[src/rtl/sspPkg.sv]
package sspPkg;

  typedef enum logic [1:0] {
    ST_IDLE = 2'd0,
    ST_TX   = 2'd1,
    ST_RX   = 2'd2
  } sspState_e;

  // strobes sent from the controller to the datapath
  typedef struct packed {
    logic loadTx;     // capture the write byte
    logic clearRx;    // empty the shift register for a receive
    logic shiftTx;    // move to the next transmit bit
    logic sampleRx;   // take one bit from the data line
    logic commitRx;   // publish the received byte
    logic driveLine;  // enable the line driver
  } sspStrobes_t;

endpackage

[src/rtl/ssp_ctrl.sv]
module ssp_ctrl
  import sspPkg::*;
#(
  parameter int DATA_W   = 8,
  parameter int SLOW_DIV = 12,
  parameter int FAST_DIV = 4,
  parameter int SLOW_LOW = 10,
  parameter int FAST_LOW = 3
) (
  input  logic        clk,
  input  logic        rst,
  input  logic        wrEn,
  input  logic        rxEnable,
  input  logic        fastMode,
  input  logic        txDoneClr,
  input  logic        rxDoneClr,
  output sspStrobes_t strobes,
  output logic        shiftClk,
  output logic        busy,
  output logic        txDone,
  output logic        rxDone
);

  localparam int PH_W  = $clog2(SLOW_DIV);
  localparam int BIT_W = $clog2(DATA_W);
  localparam logic [PH_W-1:0]  SLOW_LAST = PH_W'(SLOW_DIV - 1);
  localparam logic [PH_W-1:0]  FAST_LAST = PH_W'(FAST_DIV - 1);
  localparam logic [PH_W-1:0]  SLOW_RISE = PH_W'(SLOW_LOW);
  localparam logic [PH_W-1:0]  FAST_RISE = PH_W'(FAST_LOW);
  localparam logic [BIT_W-1:0] LAST_BIT  = BIT_W'(DATA_W - 1);

  sspState_e        state;
  logic [PH_W-1:0]  phase;
  logic [BIT_W-1:0] bitCnt;
  logic             modeFast;

  logic [PH_W-1:0]  lastPh;
  logic [PH_W-1:0]  risePh;
  logic             bitEnd;
  logic             finalBit;
  logic             startTx;
  logic             startRx;

  always_comb begin
    lastPh   = modeFast ? FAST_LAST : SLOW_LAST;
    risePh   = modeFast ? FAST_RISE : SLOW_RISE;
    busy     = (state != ST_IDLE);
    bitEnd   = busy && (phase == lastPh);
    finalBit = bitEnd && (bitCnt == LAST_BIT);
    startTx  = (state == ST_IDLE) && wrEn;
    startRx  = (state == ST_IDLE) && !wrEn && rxEnable && !rxDone;
  end

  // sequencing: a phase counter within the bit and a bit counter within the byte
  always_ff @(posedge clk) begin
    if (rst) begin
      state    <= ST_IDLE;
      phase    <= '0;
      bitCnt   <= '0;
      modeFast <= 1'b0;
    end else if (startTx || startRx) begin
      state    <= startTx ? ST_TX : ST_RX;
      phase    <= '0;
      bitCnt   <= '0;
      modeFast <= fastMode;
    end else if (busy) begin
      if (bitEnd) begin
        phase  <= '0;
        bitCnt <= bitCnt + 1'b1;
        if (finalBit) state <= ST_IDLE;
      end else begin
        phase <= phase + 1'b1;
      end
    end
  end

  // completion flags: setting wins over clearing
  always_ff @(posedge clk) begin
    if (rst) begin
      txDone <= 1'b0;
      rxDone <= 1'b0;
    end else begin
      if (state == ST_TX && finalBit) txDone <= 1'b1;
      else if (txDoneClr)             txDone <= 1'b0;
      if (state == ST_RX && finalBit) rxDone <= 1'b1;
      else if (rxDoneClr)             rxDone <= 1'b0;
    end
  end

  always_comb begin
    shiftClk          = !(busy && (phase < risePh));
    strobes.loadTx    = startTx;
    strobes.clearRx   = startRx;
    strobes.shiftTx   = (state == ST_TX) && bitEnd;
    strobes.sampleRx  = (state == ST_RX) && (phase == risePh);
    strobes.commitRx  = (state == ST_RX) && finalBit;
    strobes.driveLine = (state == ST_TX);
  end

endmodule

[src/rtl/ssp_datapath.sv]
module ssp_datapath
  import sspPkg::*;
#(
  parameter int   DATA_W     = 8,
  parameter logic IDLE_LEVEL = 1'b1
) (
  input  logic              clk,
  input  logic              rst,
  input  sspStrobes_t       strobes,
  input  logic [DATA_W-1:0] wrData,
  input  logic              sdIn,
  output logic              sdOut,
  output logic              sdOe,
  output logic [DATA_W-1:0] rxData
);

  logic [DATA_W-1:0] shiftReg;
  logic [DATA_W-1:0] shiftNext;

  // one register serves both directions, always shifting toward bit 0
  always_comb begin
    shiftNext = shiftReg;
    if (strobes.loadTx)        shiftNext = wrData;
    else if (strobes.clearRx)  shiftNext = '0;
    else if (strobes.sampleRx) shiftNext = {sdIn, shiftReg[DATA_W-1:1]};
    else if (strobes.shiftTx)  shiftNext = {1'b0, shiftReg[DATA_W-1:1]};
  end

  always_ff @(posedge clk) begin
    if (rst) begin
      shiftReg <= '0;
      rxData   <= '0;
    end else begin
      shiftReg <= shiftNext;
      if (strobes.commitRx) rxData <= shiftNext;
    end
  end

  assign sdOe  = strobes.driveLine;
  assign sdOut = strobes.driveLine ? shiftReg[0] : IDLE_LEVEL;

endmodule

[src/rtl/ssp_sync_port.sv]
module ssp_sync_port
  import sspPkg::*;
#(
  parameter int DATA_W   = 8,
  parameter int SLOW_DIV = 12,
  parameter int FAST_DIV = 4,
  parameter int SLOW_LOW = 10,
  parameter int FAST_LOW = 3
) (
  input  logic              clk,
  input  logic              rst,
  input  logic              wrEn,
  input  logic [DATA_W-1:0] wrData,
  input  logic              rxEnable,
  input  logic              fastMode,
  input  logic              txDoneClr,
  input  logic              rxDoneClr,
  input  logic              sdIn,
  output logic              sdOut,
  output logic              sdOe,
  output logic              shiftClk,
  output logic [DATA_W-1:0] rxData,
  output logic              txDone,
  output logic              rxDone,
  output logic              busy
);

  sspStrobes_t strobes;

  ssp_ctrl #(
    .DATA_W(DATA_W), .SLOW_DIV(SLOW_DIV), .FAST_DIV(FAST_DIV),
    .SLOW_LOW(SLOW_LOW), .FAST_LOW(FAST_LOW)
  ) u_ctrl (
    .clk(clk), .rst(rst), .wrEn(wrEn), .rxEnable(rxEnable),
    .fastMode(fastMode), .txDoneClr(txDoneClr), .rxDoneClr(rxDoneClr),
    .strobes(strobes), .shiftClk(shiftClk), .busy(busy),
    .txDone(txDone), .rxDone(rxDone)
  );

  ssp_datapath #(.DATA_W(DATA_W), .IDLE_LEVEL(1'b1)) u_data (
    .clk(clk), .rst(rst), .strobes(strobes), .wrData(wrData),
    .sdIn(sdIn), .sdOut(sdOut), .sdOe(sdOe), .rxData(rxData)
  );

endmodule

[config.mk]
export PLATFORM = sky130hd
export DESIGN_NAME = ssp_sync_port
export DESIGN_NICKNAME = d
export VERILOG_FILES = /design/src/rtl/sspPkg.sv /design/src/rtl/ssp_ctrl.sv /design/src/rtl/ssp_datapath.sv /design/src/rtl/ssp_sync_port.sv
export SDC_FILE = /design/constraint.sdc
export NUM_CORES = 1
export LEC_CHECK = 0
export BUFFER_PORTS_ARGS = -buffer_cell sky130_fd_sc_hd__buf_4
export CAP_MARGIN = 10
export CORE_UTILIZATION = 52
export DETAILED_ROUTE_END_ITERATION = 7
export PLACE_DENSITY = 0.81
export REMOVE_ABC_BUFFERS = 1
export SLEW_MARGIN = 40
export SYNTH_ARGS = -nofsm -noshare
export SYNTH_HDL_FRONTEND = slang
export SYNTH_HIERARCHICAL = 1
export SYNTH_SLANG_ARGS = --single-unit
[constraint.sdc]
create_clock -name clk -period 2.03 [get_ports clk]
set_clock_uncertainty 0.1 [all_clocks]
set_input_delay 0.609 -clock clk [delete_from_list [all_inputs] [get_ports clk]]
set_output_delay 0.609 -clock clk [all_outputs]
set_load 0.005 [all_outputs]
# --- Word level (Yosys, flattened, before mapping) ---
# Index checks and enable logic that the tools add are counted.
totals:
  reg_bits: 28
  in_bits: 16
  wordCells: 58
classes:
  n_addsub: 2
  order_cmp: 1
  n_eq_ne: 5
  n_mux: 17
  n_reduce_logical: 25
ops:
  columns: ["operator", "n"]
  rows:
  - ["$mux W8", 4]
  - ["$mux W4", 3]
  - ["$reduce_bool A2 Y1", 6]
  - ["$logic_and A1 B1 Y1", 11]
  - ["$mux W2", 5]
  - ["$eq A4 B4 Y1", 2]
  - ["$mux W1", 5]
  - ["$add A4 B1 Y4 const B", 1]
  - ["$lt A4 B4 Y1", 1]
  - ["$add A3 B1 Y3 const B", 1]
  - ["$eq A3 B3 Y1 const B", 1]
  - ["$logic_not A1 Y1", 3]
  - ["$reduce_and A3 Y1", 1]
  - ["$eq A2 B1 Y1 const B", 1]
  - ["$eq A2 B2 Y1 const B", 1]
  - ["$logic_not A2 Y1", 1]
  - ["$reduce_and A2 Y1", 1]
  - ["$reduce_or A2 Y1", 1]
  - ["$logic_or A1 B1 Y1", 1]

# --- Longest topological paths before layout ---
# Gate-level depths: netlist (run 1).
logic_depth:
  ltp_word: 8
  ltp_mapped: 8
  ltp_nobuf: 7

# --- Modules after synthesis ---
# Netlist (run 1), hierarchy kept.
by_module_without_submodules:
  columns: ["module", "n_inst", "cells_per_inst", "area_each_um2"]
  rows:
  - ["ssp_datapath", 1, 75, 708.2]
  - ["ssp_ctrl", 1, 77, 639.4]

# --- Worst setup path after synthesis (run 1) ---
# OpenSTA, ideal clock, no wires.
synth_timing:
  path_kind: "register to register"
  start: "register u_ctrl.modeFast"
  end: "register u_data.rxData[2]"
  setup_time_ns: 0.076
  arrival_ns: 1.639
  required_time_ns: 1.854
  slack_ns: 0.215
  stages_incl_launch_ff: 8
  n_path_buf: 1
  synth_period_minus_slack_ns: 1.815
  cell_sequence: "dfxtp_1 -> ha_1 -> and3b_4 -> nand2_1 -> nor2_1 -> buf_2 -> nand3b_1 -> o22ai_1"
synth_lines:
  columns: ["element", "line", "rtl"]
  rows:
  - ["from (decl)", "ssp_ctrl.sv:35", "logic modeFast;"]
  - ["from (signal assigned)", "ssp_ctrl.sv:65", "modeFast <= fastMode;"]
  - ["to (signal assigned)", "ssp_datapath.sv:35", "if (strobes.commitRx) rxData <= shiftNext;"]
  - ["to (decl)", "ssp_datapath.sv:14", "output logic [DATA_W-1:0] rxData"]

# --- Worst setup path after layout (run 1) ---
layout_timing:
  start: "register u_ctrl.phase[0]"
  end: "output shiftClk"
layout_via:
  elab_chain_len: 3
layout_rtl:
  columns: ["element", "line", "rtl"]
  rows:
  - ["from (decl)", "ssp_ctrl.sv:33", "logic [PH_W-1:0] phase;"]
  - ["from (signal assigned)", "ssp_ctrl.sv:72", "phase <= phase + 1'b1;"]
  - ["$lt A4 B4 Y1", "ssp_ctrl.sv:91", "shiftClk = !(busy && (phase < risePh));"]
  - ["$logic_and A1 B1 Y1", "ssp_ctrl.sv:91", null]
  - ["$logic_not A1 Y1", "ssp_ctrl.sv:91", null]
  - ["to (decl)", "ssp_sync_port.sv:21", "output logic shiftClk,"]
# Every way passes these cells.

==> metrics.md, run 1 <==
| Metric | Value |
|---|---|
| Measured slew at the worst slew-check pin | `0.583 ns` |
| Setup WS post-layout | `0.0426 ns` |
| Port Buf Inserts | `29` |
| Post-synthesis cell count | `152` |
| Clock tree root buffer cell | `clkbuf_4` |
| Die ar. | `0.00280 sq mm` |
| Clk sinks | `28` |
| Ant diodes | `0` |
| CTS HTree Levels | `1` |
| GPL Wtd Cong | `0.815` |
| Peak VDD IR | `0.470 mV` |
| Worst EP arrival | `1.28 ns` |
| Wirelength, routed | `2.80 mm` |
| Wire per inst | `13.1 um` |
| Period utilization | `0.979` |
| Die extent in y | `52.9 um` |
| Final Slew Violations | `0` |
| DP Wirelength | `2.05 mm` |
| Crit path max fanout | `5` |
| Crit path launch | `u_ctrl/phase[0]` |
| Core Box Area | `0.00245 sq mm` |
| Crit Path Class | `reg -> out` |
| Crit path cell chain | `inv_1, ha_1, nor2b_1, o21ai_1, nand2_1, buf_4` |
| Tmin final | `1.99 ns` |
| First-pass GRT wire length | `4.31 mm` |
| Reg clk slew, reported paths | `0.14 ns` |
| Dpl cell area | `0.00159 sq mm` |
| Final net count | `205` |
| Row count | `18` |
| GRT Residual Overflow | `0` |
| Data required time of the critical path | `1.32 ns` |
| Sequential area share after synthesis | `0.416` |
| 1st-pass router iterations | `4` |
| Max incr delay on CP | `0.40 ns` |
| Initial core utilization | `0.549` |
| Pre-CTS WS | `0.0325 ns` |
| 1st-iter DRT viols | `25` |
| GRT Util Overall | `0.213` |
| PD cells | `602 mW/mm^2` |
| # setup viols final | `0` |
| Residual DRC count | `0` |
| Layout cells sized above 1 | `0.306` |
| Leak pwr | `0.714 nW` |
| Vias in the first global route | `999` |
| Post-synthesis sequential element count | `28` |
| Hold path startpoint | `wrData[2]` |
| Rel. slew slack | `0.611` |
| Hold Slack | `0.387 ns` |
| I/O pins | `30` |
| Largest net degree at the start of global routing | `19` |
| Worst r2r src | `u_ctrl/phase[3]` |
| Placed Cells | `208` |
| Crit-path slowest cell | `dfxtp_4` |
| HP Class | `in -> reg` |
| Synthesized area | `0.00135 sq mm` |
| Finished Core Util | `0.676` |
| Initial antenna violation count | `0` |
| CP Capture Type | `primary output` |
| Highest Clock Rate | `0.503 GHz` |
| DR vias | `1,179` |
| Area growth syn-to-layout | `23.2%` |
| Design area | `0.00166 sq mm` |
| ANT nets after route | `0` |
| Unique masters post-synth | `35` |
| Clock Latency Late Sink | `0.33 ns` |
| Setup crit start kind | `register` |
| Status | `completed` |
| Via-to-Cell Ratio | `5.54` |
| Maxcap violations | `0` |
| Die Span X | `52.9 um` |
| Syn avg cell area | `8.87 sq um` |
| Final-report hold violation count | `0` |
| Yosys warnings | `6` |
| Fin cells | `213` |
| # fillers | `181` |
| Max Buffers Root-to-Sink | `2` |
| TritonCTS clock tree | `yes` |
| RSZ-0062 raised after global routing | `yes` |
| TritonCTS buffer count | `3` |
## flip-flops by register name (all words and copies together), names as in the netlist
register,flops
u_ctrl/phase,4
u_ctrl/txDone,1
u_ctrl/modeFast,1
u_ctrl/bitCnt,3
u_data/rxData,8
u_data/shiftReg,8
u_ctrl/state,2
u_ctrl/rxDone,1
## cell usage after synthesis
| cell type | number | area (sq um) |
|---|---|---|
| a211oi_2 | 1 | 12.5 |
| a21oi_1 | 14 | 70.1 |
| a21oi_2 | 1 | 8.76 |
| a311oi_2 | 1 | 15.0 |
| a31oi_1 | 1 | 6.26 |
| a32oi_1 | 1 | 8.76 |
| and2_1 | 3 | 18.8 |
| and2_2 | 1 | 7.51 |
| and3b_4 | 1 | 12.5 |
| buf_2 | 4 | 20.0 |
| buf_4 | 3 | 22.5 |
| dfxtp_1 | 28 | 561 |
| ha_1 | 5 | 62.6 |
| inv_1 | 4 | 15.0 |
| mux2i_1 | 8 | 80.1 |
| nand2_1 | 14 | 52.6 |
| nand2b_1 | 2 | 12.5 |
| nand2b_2 | 1 | 8.76 |
| nand3_1 | 2 | 10.0 |
| nand3b_1 | 2 | 15.0 |
| nand4b_1 | 1 | 8.76 |
| nor2_1 | 14 | 52.6 |
| nor2_4 | 1 | 11.3 |
| nor2b_1 | 12 | 75.1 |
| nor3_1 | 1 | 5.00 |
| nor3b_1 | 1 | 7.51 |
| nor4bb_2 | 1 | 16.3 |
| o21ai_0 | 10 | 50.1 |
| o21ai_1 | 1 | 5.00 |
| o22ai_1 | 8 | 50.1 |
| or2b_1 | 1 | 7.51 |
| or3_2 | 1 | 7.51 |
| or3_4 | 1 | 11.3 |
| or4_4 | 1 | 11.3 |
| xnor2_1 | 1 | 8.76 |
## cells by family after synthesis
family                   synth area share
AND/OR/NAND/NOR                     0.261
flip-flops                          0.416
AO/OA/AOI/OAI                       0.168
adder cells (fa/ha/maj)            0.0464
multiplexers                       0.0594
XOR/XNOR                          0.00650
buffers and inverters              0.0427
## report_power, final
part           total (W)  switching (W)  internal (W)
Sequential      0.000584      0.0000154      0.000569
Clock           0.000268       0.000158      0.000110
Combinational   0.000148      0.0000765     0.0000717
Total            0.00100       0.000250      0.000750
## timing repair
item                                    CTS  global route
gates resized for setup                   3             6
pin swaps                                 0             2
hold buffers                              0             0
endpoints found under the setup margin    2            12
endpoints found under the hold margin     0             0
setup buffers                             0             1
## worst paths after layout
path                   endpoint  slack (ns)  cells past startpoint
max                    shiftClk        0.04                      6
min          u_data/shiftReg[2]        0.39                      3
max reg2reg    u_data/rxData[4]        0.10                      6
min reg2reg    u_ctrl/bitCnt[2]        0.39                      2
## metrics by stage
stage               power (W)  setup TNS [ns]
finish                0.00100               0
global route          0.00105         -0.0588
CTS                   0.00100               0
detailed placement   0.000738               0
global placement     0.000736               0
floorplan            0.000666         -0.0216
## layout by cell type (no fill, tap or decap), types with 2 or more instances in the layout
master and instances:
nand2b_1 2, nor2_2 2, nor2_1 12, dfxtp_1 26, o22ai_1 8, nand2_1 14
buf_4 34, nand3b_1 2, inv_1 4, o21ai_1 2, nand3_1 2, and2_1 2
a21oi_1 14, o21ai_0 9, clkbuf_4 3, ha_1 4, nor2b_1 11, mux2i_1 8
and2_2 2
## critical path: cells and delay by family (launching register included)
family	cells	cell delay, ns
flops	1	0.40
fa+ha+maj	1	0.18
simple gates	2	0.16
buf+inv	2	0.14
compound gates	1	0.07
## metal layers
metal  track usage  wire, um  part of all wire
met3        0.0287       161             0.058
met1         0.287      1340              0.48
met4        0.0877        27            0.0096
met2         0.340      1270              0.45
met5             0         0                 0
## cell type report
cell class	instances	area (sq um)	share of cell area
Timing Repair Buffer	34	255	0.154
Clock buffer	4	36.3	0.0219
Multi-Input combinational cell	113	751	0.452
Inverter	4	15.0	0.00904
Tap cell	30	37.5	0.0226
Sequential cell	28	566	0.341
No activity file was read; power rests on OpenSTA's default activity.
==> run 2, diff against run 1 <==
- ABC_AREA: unset -> 1
- CORE_UTILIZATION: 52 -> 54
- PLACE_DENSITY: 0.81 -> 0.82
==> run 2 against run 1 <==
Net effect:
- utilization increased by 1.4 points
- largest power group unchanged
- global-route usage decreased by 0.34 points
- largest cell class unchanged
- hold slack got worse by 0.012 ns
- via count increased by 16%
- die area increased by 9.9%
- critical endpoint unchanged
- clock power increased by 37%
- fmax decreased by 0.46%
- power increased by 12%
- clock-buffer cell count decreased by 1
- non-clock buffer count unchanged
- combinational power increased by 19%
- routed wire length increased by 6.1%
==> metrics.md, run 2 <==
| Metric | Value |
|---|---|
| Simple-Gate Fraction of Synth Area | `0.384 (+0.124)` |
| Worst Setup EP | `shiftClk` |
| Max Buffers Root-to-Sink | `2 (unchanged)` |
| Layout cells sized above 1 | `0.320 (+0.0137)` |
| Clk sinks | `28 (unchanged)` |
| R2r setup slk | `0.18 ns (+0.08 ns)` |
| Worst r2r src | `u_ctrl/phase[0]` |
| Synth area leaders | `dfxtp_1 (36%), nand2_1 (12%), nand3_2 (9.7%)` |
| Net Sw Power | `0.000283 W (+13%)` |
| Biggest registers after layout | `u_data/rxData x8, u_data/shiftReg x8, u_ctrl/phase x4` |
| Mux contribution to synthesized area | `0 (-0.0594)` |
| DR vias | `1,368 (+16%)` |
| Commonest non-fill, non-tap cell in the layout | `nand2_1` |
| Leading area contributor after synthesis | `dfxtp_1` |
| 1st-pass router iterations | `4 (unchanged)` |
| Post-synth EDFFs | `0 (unchanged)` |
| GRT Util Overall | `0.210 (-0.00339)` |
| Net Sw Frac | `0.252 (+0.00151)` |
| Maxcap violations | `0 (unchanged)` |
| Area growth syn-to-layout | `22.3%` |
| Post-synthesis cell count | `214 (+41%)` |
| Wirelength, routed | `2.97 mm (+6.1%)` |
| ANT nets after route | `0 (unchanged)` |
| I/O pins | `30 (unchanged)` |
| Design area | `0.00189 sq mm (+14%)` |
| CTS HTree Levels | `1 (unchanged)` |
| Final-report hold violation count | `0 (unchanged)` |
| First-pass GRT wire length | `5.20 mm (+21%)` |
| Yosys top cell area share | `0.363 (-0.0526)` |
| Initial antenna violation count | `0 (unchanged)` |
| GRT Residual Overflow | `0 (unchanged)` |
| Largest family of logic cells by synthesized area | `simple AND/OR/NAND/NOR gates` |
| Syn avg cell area | `7.21 sq um (-19%)` |
| Crit path max fanout | `7 (+2)` |
| Period utilization | `0.984 (+0.00449)` |
| Post-Synth XOR/XNOR Area | `0.00568 (-0.000822)` |
| Via-to-Cell Ratio | `4.97 (-10%)` |
| # fillers | `225 (+24%)` |
| Area occupied by multi-input gates | `808 sq um (+7.7%)` |
| Highest Clock Rate | `0.501 GHz (-0.46%)` |
| Clock Latency Late Sink | `0.33 ns (about the same)` |
| Sequential area share after synthesis | `0.363 (-0.0526)` |
| Port Buf Inserts | `29 (unchanged)` |
| Main synth FF type | `dfxtp_1` |
| Clock power frac | `0.326 (+0.058)` |
| Initial core utilization | `0.564 (+0.0154)` |
| Hold Slack | `0.374 ns (-0.0123 ns)` |
| Synthesized area | `0.00154 sq mm (+14%)` |
| Core Box Area | `0.00273 sq mm (+11%)` |
| Unique masters post-synth | `24 (-31%)` |
| Crit path launch | `u_ctrl/state[1]` |
| Vias in the first global route | `1,228 (+23%)` |
| Internal power | `0.000841 W (+12%)` |
| Comb power frac | `0.157 (+0.009)` |
| Rel. slew slack | `0.793 (+0.182)` |
| Post-synth ARST share | `0 (unchanged)` |
| DP Wirelength | `2.14 mm (+4.3%)` |
| Leak pwr | `0.936 nW (+31%)` |
| Measured slew at the worst slew-check pin | `0.310 ns (-0.273 ns)` |
| 1st-iter DRT viols | `50 (+100%)` |
| Crit Path Class | `reg -> out` |
| Worst EP arrival | `1.29 ns (about the same)` |
| Ant diodes | `0 (unchanged)` |
| CP Capture Type | `primary output` |
| Wire per inst | `10.8 um (-18%)` |
| GPL Wtd Cong | `0.836 (+2.6%)` |
| Setup TNS | `0 ns (unchanged)` |
| Reg2Reg Depth | `13 (+7)` |
| Power, Total | `0.00112 W (+12%)` |
| Register area | `568 sq um (+0.44%)` |
| Commonest non-fill, non-tap cells in the layout | `nand2_1 (51), inv_1 (35), buf_4 (33)` |
| TritonCTS buffer count | `3 (unchanged)` |
| Data required time of the critical path | `1.32 ns (about the same)` |
| Compound-Gate Fraction of Synth Area | `0.0673 (-0.101)` |
| Row count | `19 (+1)` |
| Hold-fix buffers, CTS | `0 (unchanged)` |
| Final net count | `266 (+30%)` |
| Clock tree root buffer cell | `clkbuf_4` |
| HP Class | `reg -> reg` |
| Peak VDD IR | `0.447 mV (-4.8%)` |
| Die extent in y | `55.5 um (+4.8%)` |
| Finished Core Util | `0.690 (+0.0138)` |
| RSZ-0062 raised after global routing | `yes` |
| Final Slew Violations | `0 (unchanged)` |
| Reg clk slew, reported paths | `0.16 ns (+0.02 ns)` |
| Post-synthesis sequential element count | `28 (unchanged)` |
| Tmin final | `2.00 ns (+0.00912 ns)` |
| Yosys warnings | `6 (unchanged)` |
| PD cells | `596 mW/mm^2 (-1.1%)` |
| Sequential share of power | `0.517 (-0.067)` |
| # setup viols final | `0 (unchanged)` |
| Adder-cell share of the synthesized area | `0.0406 (-0.00587)` |
| Residual DRC count | `0 (unchanged)` |
| Setup crit start kind | `register` |
| RR Endpoint | `u_data/rxData[6]` |
| Largest net degree at the start of global routing | `22 (+3)` |
| Top cells by count, synth | `nand2_1 (51), inv_1 (36), dfxtp_1 (28)` |
| TritonCTS clock tree | `yes` |
| Die ar. | `0.00307 sq mm (+9.9%)` |
| Dpl cell area | `0.00178 sq mm (+12%)` |
| Die Span X | `55.5 um (+4.8%)` |
| Status | `completed` |
| Most frequent cell after synthesis | `nand2_1` |
==> run 2: cell types whose count changed in the layout (fill, tap and decap cells not counted), sizes merged, moves of 7 or more <==
cell | before | now
nand2 | 14 | 55
inv | 4 | 39
nand3 | 2 | 24
nor2 | 15 | 29
nor2b | 12 | 0
mux2i | 8 | 0
o22ai | 8 | 0
o21ai | 11 | 4
==> run 2: how the worst min path moves through the flow <==
| stage | startpoint | end | cells after the start |
|---|---|---|---|
| floorplan | u_ctrl/txDone | u_ctrl/txDone | 2 |
| global placement | u_ctrl/txDone | u_ctrl/txDone | 2 |
| detailed placement | u_ctrl/txDone | u_ctrl/txDone | 2 |
| CTS | u_ctrl/txDone | u_ctrl/txDone | 2 |
| global route | u_ctrl/txDone | u_ctrl/txDone | 2 |
| finish | u_ctrl/txDone | u_ctrl/txDone | 2 |
==> run 2: power groups by stage <==
stage	Sequential [W]	Combinational [W]	Clock, W
final	0.000582	0.000176	0.000366
after global routing	0.000584	0.000198	0.000389
after CTS	0.000579	0.000171	0.000374
after detailed placement	0.000590	0.000165	0
after global placement	0.000590	0.000163	0
after floorplan	0.000588	0.000103	0
==> run 2: logic make-up after synthesis <==
family	Yosys count
adder cells (fa/ha/maj)	5
AO/OA/AOI/OAI	20
buffers and inverters	48
XOR/XNOR	1
AND/OR/NAND/NOR	112
flip-flops	28
==> run 2: cell type report <==
type | instances | share of cell area
well taps | 31 | 0.0206
inverters | 40 | 0.0802
flip-flops and latches | 28 | 0.301
multi-input cells | 138 | 0.428
clock inverters | 1 | 0.0159
clock buffers | 3 | 0.0119
repair buffers | 34 | 0.142
==> run 2: layer usage <==
layer	global-route usage	vias to the layer above	wire length, um
met5	0	-	0
met2	0.365	33	1450
met3	0.0258	5	135
met1	0.264	613	1340
li1	-	717	-
met4	0.0821	0	46
==> run 2: through the flow <==
stage               worst slack, ns  instances
CTS                         0.00682        275
floorplan                     0.169        206
global placement              0.199        270
finish                       0.0335        275
detailed placement            0.152        270
global route                -0.0481        275
==> run 2: what timing repair did <==
item / in CTS / in global routing
gates resized for setup: 4 / 10
endpoints found under the hold margin: 0 / 0
pin swaps: 0 / 5
endpoints found under the setup margin: 1 / 5
setup buffers: 1 / 0
==> run 2: critical path, stage by stage, from the launching register on <==
cell and delay, ns:
dfxtp_1 0.53, nor2_4 0.11, inv_2 0.12, nand2_1 0.06, buf_4 0.13
==> run 3, diff against run 2 <==
--- a/config.mk
+++ b/config.mk
@@ -12,4 +12,6 @@
 export DETAILED_ROUTE_END_ITERATION = 7
+export HOLD_SLACK_MARGIN = 0.05
 export PLACE_DENSITY = 0.82
 export REMOVE_ABC_BUFFERS = 1
+export SETUP_SLACK_MARGIN = 0.15
 export SLEW_MARGIN = 40
==> constraint.sdc (replaced) <==
create_clock -name clk -period 2.03 [get_ports clk]
set_clock_uncertainty 0.1 [all_clocks]
set_input_delay 0 -clock clk [delete_from_list [all_inputs] [get_ports clk]]
set_output_delay 0 -clock clk [all_outputs]
set_load 0.005 [all_outputs]
==> run 3 against run 2 <==
Net effect:
- die area stayed put
- clock-buffer cell count stayed put
- sequential cell count stayed put
- clock power hardly changed
- hold slack worse by 0.25 ns
- sequential power hardly changed
- via count is 5.1% higher
- register-to-register slack better by 0.07 ns
- largest cell class unchanged
==> metrics.md, run 3 (synthesis gave the netlist of run 2 again) <==
| Metric | Value |
|---|---|
| Status | `completed` |
| Rel. slew slack | `0.833 (+0.0397)` |
| Largest net degree at the start of global routing | `22 (unchanged)` |
| Initial core utilization | `0.564 (unchanged)` |
| Area growth syn-to-layout | `32.0%` |
| Measured slew at the worst slew-check pin | `0.250 ns (-0.0595 ns)` |
| Crit path cell chain | `ha_4, nand2_1, inv_1, nand2_4, nor3_2, buf_4, nor2_4, nand2_1, nand3_2, nand3_2, nand2_1, inv_1` |
| Tmin final | `1.78 ns (-0.220 ns)` |
| 1st-pass router iterations | `4 (unchanged)` |
| # setup viols final | `0 (unchanged)` |
| GPL Wtd Cong | `0.828 (-0.96%)` |
| 1st-iter DRT viols | `54 (+8.0%)` |
| Layout cells sized above 1 | `0.282 (-0.0372)` |
| Port Buf Inserts | `29 (unchanged)` |
| Worst EP arrival | `1.92 ns (+0.63 ns)` |
| Data required time of the critical path | `2.18 ns (+0.86 ns)` |
| Reg clk slew, reported paths | `0.16 ns (about the same)` |
| DR vias | `1,438 (+5.1%)` |
| Final Slew Violations | `0 (unchanged)` |
| DP Wirelength | `2.15 mm (+0.31%)` |
| Max Buffers Root-to-Sink | `2 (unchanged)` |
| Final net count | `284 (+6.8%)` |
| Net Sw Frac | `0.247 (-0.00408)` |
| Maxcap violations | `0 (unchanged)` |
| Finished Core Util | `0.745 (+0.0545)` |
| Crit-path slowest cell | `dfxtp_2` |
| Commonest non-fill, non-tap cells in the layout | `nand2_1 (51), inv_1 (36), buf_4 (35)` |
| Ant diodes | `0 (unchanged)` |
| Net Sw Power | `0.000282 W (-0.19%)` |
| Clk sinks | `28 (unchanged)` |
| I/O pins | `30 (unchanged)` |
| Die Span X | `55.5 um (unchanged)` |
| Setup crit start kind | `register` |
| Max incr delay on CP | `0.37 ns (-0.16 ns)` |
| First-pass GRT wire length | `5.51 mm (+6.0%)` |
| HP Class | `in -> reg` |
| GRT Util Overall | `0.217 (+0.00731)` |
| Hold Slack | `0.120 ns (-0.254 ns)` |
| Core Box Area | `0.00273 sq mm (unchanged)` |
| Initial antenna violation count | `0 (unchanged)` |
| ANT nets after route | `0 (unchanged)` |
| TritonCTS clock tree | `yes` |
| Biggest registers after layout | `u_data/rxData x8, u_data/shiftReg x8, u_ctrl/phase x4` |
| Most used cell, CP | `nand2_1` |
| Clock power frac | `0.318 (-0.008)` |
| Crit path max fanout | `8 (+1)` |
| Peak VDD IR | `0.484 mV (+8.3%)` |
| Sequential share of power | `0.508 (-0.009)` |
| Leak pwr | `1.00 nW (+7.3%)` |
| Row count | `19 (unchanged)` |
| Clock Latency Late Sink | `0.32 ns (about the same)` |
| CTS HTree Levels | `1 (unchanged)` |
| Final-report hold violation count | `0 (unchanged)` |
| Period utilization | `0.875 (-0.108)` |
| Vias in the first global route | `1,380 (+12%)` |
| CP Capture Type | `register` |
| Highest Clock Rate | `0.563 GHz (+12%)` |
| Setup TNS | `0 ns (unchanged)` |
| PD cells | `560 mW/mm^2 (-6.0%)` |
| Die extent in y | `55.5 um (unchanged)` |
| Area occupied by multi-input gates | `786 sq um (-2.8%)` |
| Die ar. | `0.00307 sq mm (unchanged)` |
| Residual DRC count | `0 (unchanged)` |
| Comb power frac | `0.173 (+0.016)` |
| Via-to-Cell Ratio | `4.91 (-1.3%)` |
| Wirelength, routed | `3.18 mm (+7.0%)` |
| RSZ-0062 raised after global routing | `yes` |
| # fillers | `216 (-4.0%)` |
| Crit Path Class | `reg -> reg` |
| Register area | `564 sq um (-0.66%)` |
| Commonest non-fill, non-tap cell in the layout | `nand2_1` |
| Wire per inst | `10.9 um (+0.43%)` |
| GRT Residual Overflow | `0 (unchanged)` |
| TritonCTS buffer count | `3 (unchanged)` |
| Internal power | `0.000858 W (+2.0%)` |
| Clock tree root buffer cell | `clkbuf_4` |
## run 3: final timing paths
| kind | start | end | slack (ns) | depth (start not counted) |
|---|---|---|---|---|
| worst max-delay path | u_ctrl/phase[3] | u_data/rxData[0] | 0.25 | 12 |
| worst min-delay path | rxEnable | u_ctrl/state[1] | 0.12 | 6 |
| worst min register to register | u_ctrl/txDone | u_ctrl/txDone | 0.38 | 2 |
| worst max register to register | u_ctrl/phase[3] | u_data/rxData[0] | 0.25 | 12 |
## run 3: stage by stage
step,instance area (sq um),total power [W],cells,worst slack [ns]
2_1_floorplan,1480,0.000691,206,0.169
3_3_place_gp,1790,0.000753,271,0.196
3_5_place_dp,1790,0.000756,271,0.111
4_1_cts,2010,0.00114,291,0.189
5_1_grt,2040,0.00119,293,0.134
6_report,2040,0.00114,293,0.253
## run 3: repair_timing
action,4_1_cts,5_1_grt
gates resized for setup,2,3
pin swaps,1,2
hold buffers,16,0
endpoints found under the hold margin,26,0
cloned,0,0
buffers inserted,0,2
setup endpoints to repair,7,16
## run 3: final cells by class
type | instances | area share
well taps | 31 | 0.0191
flip-flops and latches | 28 | 0.277
multi-input cells | 138 | 0.386
repair buffers | 52 | 0.218
inverters | 40 | 0.0744
clock buffers | 3 | 0.0111
clock inverters | 1 | 0.0148
## run 3: power groups by stage
stage / clock network, W / registers, W / logic [W]
3_5_place_dp: 0 / 0.000590 / 0.000166
5_1_grt: 0.000387 / 0.000582 / 0.000218
4_1_cts: 0.000372 / 0.000579 / 0.000194
6_report: 0.000363 / 0.000580 / 0.000198
2_1_floorplan: 0 / 0.000588 / 0.000103
3_3_place_gp: 0 / 0.000589 / 0.000163
## run 3: routing by layer
layer / global-route usage / share of wire / vias to the layer above
met3: 0.0258 / 0.034 / 4
met1: 0.265 / 0.48 / 651
li1: - / - / 750
met2: 0.396 / 0.48 / 33
met5: 0 / 0 / -
met4: 0.0679 / 0.0091 / 0
## run 3: worst max-delay path, delay by kind of cell, from the launching register on
kind	cells	cell delay, ns
buffers and inverters	3	0.27
DFF	1	0.37
and+or+nand+nor	8	0.72
adders and majority gates	1	0.24
